**src/rtl/gpio_port_pkg.sv**
```systemverilog
package gpio_port_pkg;
  typedef enum logic [1:0] {
    RD_ZERO = 2'd0,
    RD_DATA = 2'd1,
    RD_VIEW = 2'd2
  } rdSel_e;

  typedef struct packed {
    logic   wrDir;
    logic   wrData;
    rdSel_e rdSel;
  } portStrobe_t;

  localparam logic [1:0] OFS_DIR  = 2'd0;
  localparam logic [1:0] OFS_DATA = 2'd1;
  localparam logic [1:0] OFS_VIEW = 2'd2;
endpackage

```
**src/rtl/gpio_port_ctrl.sv**
```systemverilog
module gpio_port_ctrl
  import gpio_port_pkg::*;
#(
  parameter int ADDR_W = 2
) (
  input  logic              clk,
  input  logic              porRstN,
  input  logic              manualRstN,
  input  logic              hwStandby,
  input  logic              swStandby,
  input  logic [ADDR_W-1:0] regAddr,
  input  logic              regWe,
  output portStrobe_t       strobe
);
  logic writeAllowed;

  // Writes are blocked in every low-power or reset condition.
  assign writeAllowed = regWe && manualRstN && !swStandby && !hwStandby;

  always_comb begin
    strobe = '{wrDir: 1'b0, wrData: 1'b0, rdSel: RD_ZERO};
    unique case (regAddr)
      ADDR_W'(OFS_DIR):  strobe.wrDir  = writeAllowed;
      ADDR_W'(OFS_DATA): begin
        strobe.wrData = writeAllowed;
        strobe.rdSel  = RD_DATA;
      end
      ADDR_W'(OFS_VIEW): strobe.rdSel  = RD_VIEW;
      default:           strobe.rdSel  = RD_ZERO;
    endcase
  end

  // the port view and the unused slot never produce a write strobe
  a_r6_no_view_write: assert property (@(posedge clk) disable iff (!porRstN)
    (regAddr >= ADDR_W'(OFS_VIEW)) |-> !(strobe.wrDir || strobe.wrData));
  a_r3_single_strobe: assert property (@(posedge clk) disable iff (!porRstN)
    $onehot0({strobe.wrDir, strobe.wrData}));
endmodule

```
**src/rtl/gpio_port_dp.sv**
```systemverilog
module gpio_port_dp
  import gpio_port_pkg::*;
#(
  parameter int WIDTH      = 8,
  parameter int SYNC_STAGE = 2
) (
  input  logic             clk,
  input  logic             porRstN,
  input  logic             manualRstN,
  input  logic             hwStandby,
  input  logic             swStandby,
  input  portStrobe_t      strobe,
  input  logic [WIDTH-1:0] wrData,
  input  logic [WIDTH-1:0] pinIn,
  output logic [WIDTH-1:0] rdData,
  output logic [WIDTH-1:0] pinOut,
  output logic [WIDTH-1:0] pinOe
);
  localparam int LAST = SYNC_STAGE - 1;

  logic [WIDTH-1:0] dirReg;
  logic [WIDTH-1:0] dataReg;
  logic [WIDTH-1:0] syncChain [SYNC_STAGE];
  logic [WIDTH-1:0] pinSync;
  logic [WIDTH-1:0] portView;

  always_ff @(posedge clk or negedge porRstN) begin
    if (!porRstN) begin
      dirReg  <= '0;
      dataReg <= '0;
    end else if (hwStandby) begin
      dirReg  <= '0;
      dataReg <= '0;
    end else begin
      if (strobe.wrDir)  dirReg  <= wrData;
      if (strobe.wrData) dataReg <= wrData;
    end
  end

  always_ff @(posedge clk or negedge porRstN) begin
    if (!porRstN) begin
      for (int s = 0; s < SYNC_STAGE; s++) syncChain[s] <= '0;
    end else begin
      syncChain[0] <= pinIn;
      for (int s = 1; s < SYNC_STAGE; s++) syncChain[s] <= syncChain[s-1];
    end
  end
  assign pinSync = syncChain[LAST];

  for (genvar b = 0; b < WIDTH; b++) begin : g_viewBit
    assign portView[b] = dirReg[b] ? dataReg[b] : pinSync[b];
  end

  always_comb begin
    unique case (strobe.rdSel)
      RD_DATA: rdData = dataReg;
      RD_VIEW: rdData = portView;
      default: rdData = '0;
    endcase
  end

  assign pinOut = dataReg;
  assign pinOe  = hwStandby ? '0 : dirReg;

  // standby clears both registers at the next edge
  a_r7_hw_clear: assert property (@(posedge clk) disable iff (!porRstN)
    hwStandby |=> (dirReg == '0) && (dataReg == '0));
  // manual reset holds both registers
  a_r8_hold_manual: assert property (@(posedge clk) disable iff (!porRstN)
    (!manualRstN && !hwStandby) |=> $stable(dirReg) && $stable(dataReg));
  // software standby holds both registers
  a_r9_hold_sw: assert property (@(posedge clk) disable iff (!porRstN)
    (swStandby && !hwStandby) |=> $stable(dirReg) && $stable(dataReg));
  // a data strobe loads the write data
  a_r2_data_load: assert property (@(posedge clk) disable iff (!porRstN)
    strobe.wrData |=> dataReg == $past(wrData));
endmodule

```
**src/rtl/gpio_port_regs.sv**
```systemverilog
module gpio_port_regs
  import gpio_port_pkg::*;
#(
  parameter int WIDTH  = 8,
  parameter int ADDR_W = 2
) (
  input  logic              clk,
  input  logic              porRstN,
  input  logic              manualRstN,
  input  logic              hwStandby,
  input  logic              swStandby,
  input  logic [ADDR_W-1:0] regAddr,
  input  logic              regWe,
  input  logic [WIDTH-1:0]  regWdata,
  output logic [WIDTH-1:0]  regRdata,
  input  logic [WIDTH-1:0]  pinIn,
  output logic [WIDTH-1:0]  pinOut,
  output logic [WIDTH-1:0]  pinOe
);
  portStrobe_t strobe;

  gpio_port_ctrl #(.ADDR_W(ADDR_W)) u_ctrl (
    .clk(clk), .porRstN(porRstN), .manualRstN(manualRstN),
    .hwStandby(hwStandby), .swStandby(swStandby),
    .regAddr(regAddr), .regWe(regWe), .strobe(strobe)
  );

  gpio_port_dp #(.WIDTH(WIDTH), .SYNC_STAGE(2)) u_dp (
    .clk(clk), .porRstN(porRstN), .manualRstN(manualRstN),
    .hwStandby(hwStandby), .swStandby(swStandby),
    .strobe(strobe), .wrData(regWdata), .pinIn(pinIn),
    .rdData(regRdata), .pinOut(pinOut), .pinOe(pinOe)
  );

  // no pin is driven during hardware standby
  a_r7_float: assert property (@(posedge clk) disable iff (!porRstN)
    hwStandby |-> pinOe == '0);
endmodule

```
**config.mk**
```make
export PLATFORM = sky130hd
export DESIGN_NAME = gpio_port_regs
export DESIGN_NICKNAME = d
export VERILOG_FILES = /design/src/rtl/gpio_port_pkg.sv /design/src/rtl/gpio_port_ctrl.sv /design/src/rtl/gpio_port_dp.sv /design/src/rtl/gpio_port_regs.sv
export SDC_FILE = /design/constraint.sdc
export NUM_CORES = 1
export LEC_CHECK = 0
export BUFFER_PORTS_ARGS = -buffer_cell sky130_fd_sc_hd__buf_4
export CAP_MARGIN = 5
export CELL_PAD_IN_SITES_DETAIL_PLACEMENT = 1
export CELL_PAD_IN_SITES_GLOBAL_PLACEMENT = 1
export CORE_MARGIN = 2
export CORE_UTILIZATION = 39
export CTS_BUF_LIST = sky130_fd_sc_hd__clkbuf_4
export DETAILED_ROUTE_END_ITERATION = 6
export HOLD_SLACK_MARGIN = 0.05
export PLACE_DENSITY = 0.83
export SKIP_CTS_REPAIR_TIMING = 1
export SLEW_MARGIN = 10
export SYNTH_ARGS = -nofsm -noshare
export SYNTH_HDL_FRONTEND = slang
export SYNTH_SLANG_ARGS = --single-unit
```
**constraint.sdc**
```tcl
create_clock -name clk -period 0.9 [get_ports clk]
set_input_delay 0 -clock clk [delete_from_list [all_inputs] [get_ports clk]]
set_output_delay 0 -clock clk [all_outputs]
set_load 0.05 [all_outputs]
```
==> results of run 1 <==
stage by stage:
step / hold WS (ns) / setup WS (ns) / TNS (ns) / instance area (um^2) / util (%)
6_report: 0.0867 / -0.362 / -4.76 / 2510 / 69.6
5_1_grt: 0.0804 / -0.422 / -5.94 / 2510 / 69.6
4_1_cts: -0.411 / -0.487 / -6.11 / 2150 / 59.7
3_5_place_dp: -0.0396 / -0.213 / -3.02 / 2100 / 58.3
3_3_place_gp: -0.0469 / -0.193 / -2.44 / 2100 / 58.3
2_1_floorplan: -0.296 / -0.142 / -1.09 / 1640 / -
power by group:
part | internal, mW | switching, mW | leakage (nW)
clock network | 0.286 | 0.505 | 0.0324
logic | 0.287 | 0.307 | 0.756
registers | 1.48 | 0.0277 | 0.386
sequential cells by signal, summed over array words and instances (netlist names):
| signal | count |
|---|---|
| u_dp.pinOut | 8 |
| u_dp.syncChain | 8 |
| u_dp.pinSync | 8 |
| u_dp.dirReg | 8 |
worst min-delay path by stage:
stage,start,end,slack [ns],cells after the start
2_1_floorplan,porRstN,u_dp.dirReg[0],-0.30,0
3_3_place_gp,porRstN,u_dp.syncChain[15],-0.05,1
3_5_place_dp,porRstN,u_dp.syncChain[15],-0.04,1
4_1_cts,porRstN,u_dp.syncChain[10],-0.41,1
5_1_grt,regWe,u_dp.pinOut[3],0.08,3
6_report,regWe,u_dp.pinOut[6],0.09,3
worst register-to-register path, stage by stage (launching register included):
cell	delay [ns]
dfrtp_1	0.40
nand2b_1	0.09
buf_4	0.14
mux2i_1	0.14
cells in the final DEF (no fill, tap or decap):
master	synthesis	routed
ha_4	0	1
inv_12	0	1
inv_6	0	1
ha_2	0	1
a21oi_4	0	4
nand2b_1	24	22
buf_8	0	2
clkbuf_4	0	5
o32ai_4	0	6
o21ai_4	0	2
clkinv_1	0	1
ha_1	3	1
nand2_8	0	1
dlygate4sd3_1	0	17
nand2b_4	0	2
buf_4	0	35
dfrtp_1	32	18
inv_2	0	6
nand4b_4	1	1
inv_1	16	8
nand2_1	7	6
clkinv_2	0	2
buf_6	2	23
dfrtp_2	0	14
mux2i_1	18	16
a21oi_2	0	2
nand3_1	2	2
mux2i_2	0	2
and4b_1	2	2
metal layers:
layer,up-vias,global-route usage (%),wire [um]
li1,570,-,-
met1,630,24.3,1950
met2,33,33.2,2620
met3,5,5.03,122
met4,0,5.59,51
met5,-,0,0
logic make-up (layout without fill, tap and decap cells):
family	Yosys count	count (layout)	synth area share, %
multiplexers	18	18	12.5
buffers and inverters	21	101	6.62
adder cells (fa/ha/maj)	3	3	2.61
flip-flops	32	32	55.7
AO/OA/AOI/OAI	14	14	6.45
AND/OR/NAND/NOR	36	36	16.0
cell type report:
cell class	instances	area (um^2)	share of cell area [%]
clock buffer	5	37.5	1.49
clock inverter	3	13.8	0.548
inverter	16	77.6	3.09
multi-input combinational	71	782	31.1
sequential	32	818	32.6
tap	48	60.1	2.39
timing repair buffer	77	722	28.7
==> impl_metrics.json, run 1 <==
{
  "antenna_found_initial": 0,
  "firstDrtPassIters": 4,
  "seq_area_frac_synth_pct": 55.7,
  "synth_edf_count": 0,
  "core.rowCount": 22,
  "fin_crit_sh_pct": 140,
  "drc": 0,
  "rrSetupSlack_ns": 0.05,
  "diodes": 0,
  "fp.dieW_um": 64.7,
  "nFillCells": 350,
  "fin_cells": 252,
  "port_buffers": 47,
  "worstPathArrival_ns": 1.26,
  "grt_pass1_vias": 1264,
  "finalSetupViolCount": 24,
  "max_freq_ghz": 0.792,
  "synthDistinctLibCells": 15,
  "synth_cells": 124,
  "power_density_nw_per_um2": 1150,
  "vdd_drop_max_v": 0.000749,
  "routed_wl_um": 4750,
  "grt_usage_pct": 19.4,
  "status": "finished with violations",
  "numCtsBuffers": 5,
  "path_max_fanout": 3,
  "cts_tree": "yes",
  "synthTopCellsByCount": "dfrtp_1 (32), nand2b_1 (24), mux2i_1 (18)",
  "post-dp-hpwl_um": 2810,
  "total_power_mw": 2.90,
  "grt_pass1_wl_um": 6080,
  "synth_flop_cell": "dfrtp_1",
  "start_util_pct": 39.8,
  "rsz0062_at_grt": "true",
  "drive_gt1_share_pct": 54.4,
  "cpPeakStageDelay_ns": 0.46,
  "syn_area_um2": 1440,
  "p_leak_nw": 1.17,
  "cts.path.max_buffers": 2,
  "num_vias": 1238,
  "start_kind": "flip-flop",
  "setup_ws_ns": -0.362,
  "htreeDepth": 2,
  "syn_nets": 151,
  "gr-total-overflow": 0,
  "async_flop_share_pct": 100,
  "grt_start_max_net_pins": 33,
  "cp_data_required_time_ns": 0.90,
  "drv_cap": 0,
  "r2r-end": "u_dp.dirReg[7]",
  "drt_iter0_drc": 45,
  "ios": 48,
  "core_um2": 3610,
  "synth_area_leaders": "dfrtp_1 (56%), mux2i_1 (13%), nand2b_1 (10%), inv_1 (4.2%), o32ai_1 (3.7%)",
  "cp_top_family": "flip-flops",
  "violations": "setup timing",
  "gp_congestion": 0.768,
  "worstSkewPairLatency_ns": 0.33,
  "ys_warn_count": 0,
  "hp-class": "primary input to flip-flop",
  "reg2reg_depth": 3,
  "r2r_start": "u_dp.dirReg[7]",
  "root_buffer": "clkbuf_4",
  "crit_slowest_cell": "dfrtp_2",
  "viasPerCell": 4.91,
  "endpoint_kind": "primary output",
  "tightest_slew_ns": 0.410,
  "slew_viol_final": 0,
  "die_h_um": 64.7,
  "ant_nets": 0,
  "synth.most_common_cell": "dfrtp_1",
  "hold_viol": 0,
  "area_growth_syn_to_layout_pct": 74.8,
  "nets": 230,
  "synth_seq_cells": 32,
  "critical_path_class": "flip-flop to primary output",
  "dieArea_um2": 4180,
  "post-route-min-period_ns": 1.26,
  "syn_avg_cell_area_um2": 11.6,
  "yosys.area.top_type": "dfrtp_1",
  "wl_per_cell_um": 18.9,
  "cts_sinks": 32,
  "crit_chain": "a21oi_2, o32ai_4, buf_6",
  "placedCellCount": 226,
  "synth_top_cell_area_share_pct": 55.7,
  "setup.worst_path.start": "u_dp.dirReg[6]",
  "fin_worst_skew_ns": 0.00320,
  "critPathBufInv": 1,
  "clkSlewWorstSetupHoldPaths_ns": 0.11,
  "crit_end": "regRdata[6]",
  "relSlewSlack_pct": 72.6,
  "cp.depth": 3
}
Power figures use the tool's default switching activity.
==> inputs of run 2 (changes only) <==
==> constraint.sdc (replaced) <==
create_clock -name clk -period 1.3 [get_ports clk]
set_input_delay 0 -clock clk [delete_from_list [all_inputs] [get_ports clk]]
set_output_delay 0 -clock clk [all_outputs]
set_load 0.05 [all_outputs]
==> run 2 against run 1 <==
The flow now finishes without violations. Die area stayed put. Sequential power fell by 31%. Via count down 3.8%. Critical path depth decreased by 1. Routed wire length down 17%. Total power is 35% lower. Worst setup slack better by 0.41 ns. Clock skew increased by 0.0056 ns. Clock power shrank 36%. Sequential cell count unchanged. Utilization down 9.8 points. Largest power group unchanged.
==> impl_metrics.json, run 2 (synthesis results as in run 1) <==
{
  "post-dp-hpwl_um": 2690,
  "cts.path.max_buffers": 2,
  "layout_commonest_cell": "buf_4",
  "min_from": "regWe",
  "hold_end": "u_dp.pinOut[5]",
  "power.share.switching_pct": 26.8,
  "die_h_um": 64.7,
  "clkSlewWorstSetupHoldPaths_ns": 0.09,
  "num_vias": 1191,
  "start_util_pct": 39.8,
  "post-route-min-period_ns": 1.25,
  "nets": 224,
  "ios": 48,
  "endpoint_kind": "primary output",
  "port_buffers": 47,
  "grt_pass1_vias": 1267,
  "setup_tns_ns": 0,
  "worstPathArrival_ns": 1.25,
  "clockPowerShare_pct": 27.0,
  "wl_per_cell_um": 16.0,
  "diodes": 0,
  "antenna_found_initial": 0,
  "hold_viol": 0,
  "p_switching_mw": 0.500,
  "power_density_nw_per_um2": 867,
  "path_max_fanout": 3,
  "drc": 0,
  "core.rowCount": 22,
  "critical_path_class": "flip-flop to primary output",
  "numCtsBuffers": 5,
  "drive_gt1_share_pct": 35.0,
  "p_leak_nw": 1.13,
  "reg2reg_depth": 2,
  "relSlewSlack_pct": 73.2,
  "setup_ws_ns": 0.0506,
  "dieArea_um2": 4180,
  "tightest_slew_ns": 0.402,
  "fin_worst_skew_ns": 0.00877,
  "gr-total-overflow": 0,
  "hp-class": "primary input to flip-flop",
  "r2r-end": "u_dp.dirReg[4]",
  "vdd_drop_max_v": 0.000526,
  "status": "finished clean",
  "p_int_mw": 1.37,
  "cts_sinks": 32,
  "gp_congestion": 0.686,
  "grt_pass1_wl_um": 5900,
  "pre_cts_slack_ns": 0.135,
  "rrSetupSlack_ns": 0.53,
  "rsz0062_at_grt": "true",
  "cts_tree": "yes",
  "htreeDepth": 2,
  "grt_usage_pct": 19.3,
  "core_um2": 3610,
  "routed_wl_um": 3930,
  "drt_iter0_drc": 38,
  "r2r_start": "u_dp.dirReg[4]",
  "viasPerCell": 4.86,
  "worstSkewPairLatency_ns": 0.32,
  "grt_start_max_net_pins": 33,
  "root_buffer": "clkbuf_4",
  "finalSetupViolCount": 0,
  "ant_nets": 0,
  "firstDrtPassIters": 4,
  "final_cell_mix": "buf_4 (49), dfrtp_1 (32), nand2b_1 (24)",
  "p_comb_share_pct": 17.4,
  "start_kind": "flip-flop",
  "seq_power_share_pct": 55.6,
  "total_power_mw": 1.87,
  "area_growth_syn_to_layout_pct": 50.2,
  "fin_crit_sh_pct": 96.1,
  "max_freq_ghz": 0.800,
  "slew_viol_final": 0,
  "hold_depth": 3,
  "drv_cap": 0,
  "cp_data_required_time_ns": 1.30,
  "fp.dieW_um": 64.7
}
run 2: worst max-delay path by stage:
stage / from / end / slack (ns) / depth (start not counted)
2_1_floorplan: regAddr[0] / regRdata[1] / -0.15 / 5
3_3_place_gp: regAddr[0] / regRdata[5] / 0.18 / 7
3_5_place_dp: regAddr[0] / regRdata[2] / 0.14 / 7
4_1_cts: u_dp.dirReg[4] / regRdata[4] / 0.01 / 3
5_1_grt: u_dp.dirReg[3] / regRdata[3] / -0.003 / 3
6_report: u_dp.dirReg[1] / regRdata[1] / 0.05 / 2
run 2: metrics by stage:
stage	util, %	instances	cell area [um^2]	hold WS, ns
after floorplan	-	124	1490	-0.296
after global placement	53.2	221	1920	-0.0435
after detailed placement	53.2	221	1920	-0.0379
after CTS	54.5	228	1960	-0.397
after global routing	59.8	245	2160	0.0780
final	59.8	245	2160	0.0880
run 2: power by group through the flow:
stage / combinational, mW / sequential [mW] / clock [mW]
2_1_floorplan: 0.131 / 1.07 / 0
3_3_place_gp: 0.268 / 1.06 / 0
3_5_place_dp: 0.279 / 1.06 / 0
4_1_cts: 0.280 / 1.04 / 0.526
5_1_grt: 0.350 / 1.04 / 0.567
6_report: 0.325 / 1.04 / 0.505
run 2: critical path: stages, from the launching register on:
cell,delay (ns)
dfrtp_1,0.42
o32ai_2,0.27
buf_4,0.24
run 2: area by class of cell:
cell class,instances,area (um^2)
flip-flops and latches,32,801
clock buffers,5,37.5
well taps,48,60.1
multi-input cells,71,597
clock inverters,2,7.51
inverters,16,60.1
fillers,385,1450
repair buffers,71,594
run 2: layer usage:
| layer | routed length [um] | GRT usage (%) | up-vias |
|---|---|---|---|
| met3 | 155 | 5.90 | 4 |
| met4 | 35 | 7.45 | 0 |
| met2 | 2180 | 33.5 | 39 |
| li1 | - | - | 551 |
| met5 | 0 | 0 | - |
| met1 | 1560 | 22.2 | 597 |
